`config.mk`:
```
export PLATFORM = sky130hd
export DESIGN_NAME = sym_rx_framer
export DESIGN_NICKNAME = d
export VERILOG_FILES = /design/src/rtl/sym_rx_pkg.sv /design/src/rtl/sym_rx_framer.sv
export SDC_FILE = /design/constraint.sdc
export NUM_CORES = 1
export LEC_CHECK = 0
export ABC_AREA = 1
export CAP_MARGIN = 20
export CORE_MARGIN = 10
export CORE_UTILIZATION = 25
export CTS_BUF_LIST = sky130_fd_sc_hd__clkbuf_16
export DETAILED_ROUTE_END_ITERATION = 16
export PLACE_DENSITY_LB_ADDON = 0.08
export SYNTH_ARGS = -nofsm -noshare
export SYNTH_HDL_FRONTEND = slang
export SYNTH_SLANG_ARGS = --single-unit
```
`constraint.sdc`:
```
create_clock -name clk -period 1.65 [get_ports clk]
set_clock_uncertainty 0.2 [all_clocks]
set_input_delay 0.33 -clock clk [delete_from_list [all_inputs] [get_ports clk]]
set_output_delay 0.33 -clock clk [all_outputs]
set_load 0.02 [all_outputs]
```
`src/rtl/sym_rx_pkg.sv`:
```
package sym_rx_pkg;

  // Class of one received code-group
  typedef enum logic [2:0] {
    CG_DATA,
    CG_IDLE,
    CG_J,
    CG_K,
    CG_T,
    CG_R,
    CG_H,
    CG_BAD
  } cg_class_e;

  // Frame tracker states
  typedef enum logic [2:0] {
    FR_OUT,
    FR_GOT_J,
    FR_BODY,
    FR_ONE_IDLE,
    FR_GOT_T
  } fr_state_e;

  typedef struct packed {
    cg_class_e  cls;
    logic [3:0] nib;
  } cg_dec_t;

endpackage

```
`src/rtl/sym_rx_framer.sv`:
```
module sym_rx_framer
  import sym_rx_pkg::*;
(
  input  logic       clk,
  input  logic       rst_n,
  input  logic       cg_valid,
  input  logic       active,
  input  cg_dec_t    dec,
  output logic       rx_dv,
  output logic       rx_er,
  output logic [3:0] rx_data,
  output logic       count_pulse
);

  fr_state_e  st_q, st_n;
  logic       dv_q, dv_n, er_q, er_n, seen_q, seen_n;
  logic [3:0] dat_q, dat_n;
  logic       bad_hit;

  always_comb begin
    st_n    = st_q;
    dv_n    = 1'b0;
    er_n    = 1'b0;
    dat_n   = 4'h0;
    seen_n  = seen_q;
    bad_hit = 1'b0;
    if (!active) begin
      st_n   = FR_OUT;
      seen_n = 1'b0;
    end else begin
      case (st_q)
        FR_OUT: begin
          if (dec.cls == CG_J) st_n = FR_GOT_J;
        end
        FR_GOT_J: begin
          if (dec.cls == CG_K) begin
            st_n   = FR_BODY;
            seen_n = 1'b0;
          end else if (dec.cls != CG_J) begin
            st_n = FR_OUT;
          end
        end
        FR_BODY, FR_ONE_IDLE: begin
          dv_n = 1'b1;
          st_n = FR_BODY;
          case (dec.cls)
            CG_DATA: dat_n = dec.nib;
            CG_T:    st_n  = FR_GOT_T;
            CG_IDLE: begin
              if (st_q == FR_ONE_IDLE) begin
                dv_n = 1'b0;
                st_n = FR_OUT;
              end else begin
                er_n = 1'b1;
                st_n = FR_ONE_IDLE;
              end
            end
            default: begin
              er_n    = 1'b1;
              bad_hit = (dec.cls == CG_BAD);
            end
          endcase
        end
        FR_GOT_T: begin
          st_n = FR_OUT;
          if (dec.cls != CG_R) begin
            dv_n    = 1'b1;
            er_n    = 1'b1;
            bad_hit = (dec.cls == CG_BAD);
          end
        end
        default: st_n = FR_OUT;
      endcase
    end
    if (bad_hit && !seen_q) seen_n = 1'b1;
  end

  assign count_pulse = cg_valid && bad_hit && !seen_q;

  always_ff @(posedge clk or negedge rst_n) begin
    if (!rst_n) begin
      st_q   <= FR_OUT;
      dv_q   <= 1'b0;
      er_q   <= 1'b0;
      dat_q  <= 4'h0;
      seen_q <= 1'b0;
    end else if (cg_valid) begin
      st_q   <= st_n;
      dv_q   <= dv_n;
      er_q   <= er_n;
      dat_q  <= dat_n;
      seen_q <= seen_n;
    end
  end

  assign rx_dv   = dv_q;
  assign rx_er   = er_q;
  assign rx_data = dat_q;

endmodule

```
After elaboration in Yosys (flattened, before gate mapping):

Cells that the tools add are included.

* flip-flop bits (word level): 10

* reductions and logical operators: 11
* muxes and demuxes: 26
* eq/ne operators: 15

Operators by type and width (count)
* equality test 3 x 2 -> 1 bit, second input constant: 4
* 2-to-1 mux 1 bit: 12
* 2-to-1 mux 3 bit: 4
* 2-to-1 mux 4 bit: 3
* equality test 3 bit, second input constant: 3
* one-hot mux 3 bit (3 select lines): 1
* one-hot mux 1 bit (2 select lines): 4
* equality test 3 x 1 -> 1 bit, second input constant: 2
* logical NOT 3 bit: 2
* != test 3 x 1 -> 1 bit, second input constant: 2
* != test 3 bit, second input constant: 2
* one-hot mux 3 bit (2 select lines): 1
* AND reduction 3 bit: 2
* != test 4 bit, second input constant: 1
* OR reduction 2 bit: 2
* logical AND 1 bit: 3
* != test 3 x 2 -> 1 bit, second input constant: 1
* OR reduction 3 bit: 1
* 2-to-1 mux 2 bit: 1
* logical NOT 1 bit: 1

Logic depth before layout (Yosys ltp):

* depth in word-level cells: 8
* gate-level depth with buffers: 8
* gate-level depth less buffers: 8

Least setup slack after synthesis:

Ideal clock, no wire load.

* path type: flip-flop to output port
* start point: register st_q[0]
* end point: output port count_pulse
* slack: 0.129 ns
* stages on the path, launching flop included: 6
* path buffers: 0
* data arrival time: 0.991 ns
* cell sequence: dfrtp_1 nor2_1 nand2_1 a21oi_1 nand3_1 inv_1

* word-level cells in the longest chain between the ends: 6

RTL lines
* from (decl): RTL line sym_rx_framer.sv:15 `fr_state_e st_q, st_n;`
* from (signal assigned): RTL line sym_rx_framer.sv:88 `st_q <= st_n;`
* equality test 3 x 2 -> 1 bit: RTL line sym_rx_framer.sv:31 `case (st_q)`
* OR reduction 2 bit: RTL line sym_rx_framer.sv:31
* one-hot mux 1 bit (2 select lines) (*): RTL line sym_rx_framer.sv:31
* 2-to-1 mux 1 bit (*): RTL line sym_rx_framer.sv:27 `if (!active) begin`
* logical AND 1 bit (*) (2 in a row): RTL line sym_rx_framer.sv:78 `assign count_pulse = cg_valid && bad_hit && !seen_q;`
* to (decl): RTL line sym_rx_framer.sv:12 `output logic count_pulse`

Mark *: on every way between the ends. The rest lies on a longest branch, timed or not.

Worst setup path after layout:

* start point: register st_q[1]
* end point: output port count_pulse

The elaborated chain is that of the path after synthesis.

==> results.yml <==
sta:
  period_minus_slack_ns: 1.77
  slew_viol_final: 0
  rsz0062_at_grt: "yes"
  hold_ws_ns: 0.222
  max_slew_margin_pct: 69.1
  setup_viol: 1
  layout_setup_ws_ns: -0.119
  period_share_pct: 107
  worst_slew_pin_slew_ns: 0.461
  max_freq_mhz: 565
  finalHoldViolations: 0
  tns_ns: -0.119
run_status:
  violations: "setup timing"
  status: "finished with violations"
worst_hold_path:
  min_path_type: "input port to asynchronous set/reset pin"
detailed_routing:
  ant_nets: 0
  routedWlPerCell_um: 10.7
  dr.first_iter.drc_count: 35
  totalWireLength_um: 1770
  firstDrtPassIters: 4
  vias_per_cell: 4.22
  via_count: 697
  drc_errors: 0
logic_synthesis:
  syn_inst: 92
  mappedNetlistArea_um2: 622
  syn_avg_cell_area_um2: 6.76
  ys_ff_latch: 10
  synth_seq_area_share_pct: 40.2
  yosysTopAreaCell: "dfrtp_1"
  synth_cell_types: 16
  synth_area_leaders: "dfrtp_1 40%, nand2_1 19%, inv_1 7.2%"
  synth_top_area_share_pct: 40.2
  synth.net_count: 103
  yosys_warnings: 0
global_routing:
  grt_max_degree: 11
  grt_pass1_wl_um: 3110
  grtUsageTotal_pct: 7.44
  antenna_found_initial: 0
  first_global_vias: 698
  grt_overflow_total: 0
critical_path:
  startpoint_type: "register"
  arrival_ns: 1.24
  ff2ff_setup_slack_ns: 0.16
  cp_cell_sequence: "inv_2 > nor2_4 > inv_1 > a21oi_2 > nand3_1 > inv_1 > buf_6"
  critical_path_class: "register to output pin"
  endpoint_kind: "output pin"
  critical_path_depth: 7
  ff2ff_path_depth: 9
  cp-startpoint: "st_q[1]"
  slowest_stage: "dfrtp_1"
  regToRegEndpoint: "st_q[1]"
  crit_fanout: 3
  max_stage_delay_ns: 0.38
  critical-path-top-delay-family: "flip-flops"
  worst-path-buf-inv: 4
  r2r_start: "st_q[2]"
  crit_top_cell: "inv_1"
  worstSetupEndpoint: "count_pulse"
  critPathRequiredTime_ns: 1.12
clocking:
  path_clk_slew_ns: 0.04
  cts_tree: "done"
  cts_max_level: 1
  numCtsBuffers: 3
  clock_latency_ns: 0.23
  hold_buffers: 0
  cts_sinks: 10
  cts_buffer_depth: 2
  cts_root_buffer: "clkbuf_16"
placement:
  hpwlAfterDp_um: 1410
  globalplace.congestion: 0.803
  io_buffers: 17
final_layout:
  nNetsFinal: 148
  filler_cell_count: 270
  insertedDiodeCount: 0
  syn2layout_area_growth_pct: 76.9
  drive_above_1_share_pct: 31.9
  postLayoutCoreUtil_pct: 45.2
die:
  die_height_um: 69.9
  io_pins: 18
  fp.dieW_um: 69.9
  num_rows: 18
  die-area_um2: 4880
  floorplan.initialDensity_pct: 25.6
  core_um2: 2430
job:
  cap_viol_max_count: 0
power_and_ir_drop:
  p_leak_nw: 0.611
  p_per_area_nw_per_um2: 822
  ir_drop_v: 0.000557
-- how the worst min path moves through the flow --
stage / from / to / slack, ns / cells after the start
after floorplan: rst_n / rx_data[0] / -0.17 / 0
after CTS: rst_n / rx_dv / 0.25 / 1
final: rst_n / rx_dv / 0.22 / 1
after detailed placement: rx_er / rx_er / 0.27 / 2
after global routing: rst_n / rx_data[0] / 0.26 / 1
after global placement: rx_er / rx_er / 0.27 / 2
-- report_power, final --
part	internal (W)	switching, W	total [W]
clock network	0.000313	0.0000964	0.000409
logic	0.000108	0.000119	0.000227
registers	0.000259	0.00000852	0.000268
total	0.000680	0.000224	0.000904
-- final cells by class --
type	instances	area (um2)	share of cell area (%)
Multi-Input combinational cell	67	347	31.5
Timing Repair Buffer	40	334	30.4
Inverter	15	56.3	5.12
Sequential cell	10	250	22.8
Clock buffer	3	75.1	6.83
Tap cell	30	37.5	3.41
-- layer usage --
layer / GRT usage (%) / vias up / routed length [um] / part of all wire [%]
met5: 0 / - / 0 / 0
met4: 2.63 / 0 / 13 / 0.74
met3: 2.40 / 2 / 91 / 5.2
met2: 12.1 / 15 / 838 / 47
met1: 8.89 / 303 / 821 / 47
li1: - / 377 / - / -
-- cells in the mapped netlist --
master and number:
nand2_1 32, inv_1 12, dfrtp_1 10, nor2_1 10, nand3_1 7, o21ai_0 5
inv_2 3, nand4_1 3, nand2_2 2, o21ai_1 2, a21oi_1 1, nand2_4 1
nand3_2 1, nand4_2 1, nor2_2 1, nor2_4 1
-- repair_timing --
action	CTS	global route
gates resized for setup	15	9
buffers inserted	7	0
hold endpoints to repair	0	0
endpoints found under the setup margin	7	10
pin swaps	4	1
-- through the flow --
step / total power, W / instances / setup slack, ns / instance area (um2)
floorplan: 0.000377 / 92 / 0.129 / 622
global placement: 0.000478 / 155 / -0.628 / 950
detailed placement: 0.000478 / 155 / -0.646 / 950
CTS: 0.000905 / 165 / -0.143 / 1070
global route: 0.000966 / 165 / -0.207 / 1100
finish: 0.000904 / 165 / -0.119 / 1100
-- layout by cell type (no fill, tap or decap) --
cell type	Yosys	final
nand2_1	32	31
buf_4	0	23
inv_1	12	11
dfrtp_1	10	10
dlygate4sd2_1	0	8
clkdlybuf4s50_1	0	8
nor2_1	10	7
nand3_1	7	7
inv_2	3	4
o21ai_0	5	4
nor2_2	1	3
nand4_1	3	3
o21ai_1	2	3
clkbuf_16	0	3
nor2_4	1	2
nand2_2	2	2
nand2_4	1	2
a21oi_2	0	1
nand4_2	1	1
nand3_4	0	1
buf_6	0	1
-- registers in the layout, indices dropped and copies added, names as in the netlist --
| register | cells |
|---|---|
| st_q | 3 |
| rx_data | 4 |
| rx_dv | 1 |
| rx_er | 1 |
| seen_q | 1 |
-- cell families (layout without fill, tap and decap cells) --
kind of cell	count (synthesis)	in the layout	share of synthesized area (%)
AO/OA/AOI/OAI	8	8	6.44
flip-flops	10	10	40.2
AND/OR/NAND/NOR	59	59	44.3
buffers and inverters	15	58	9.05
No activity file was read; power rests on OpenSTA's default activity.
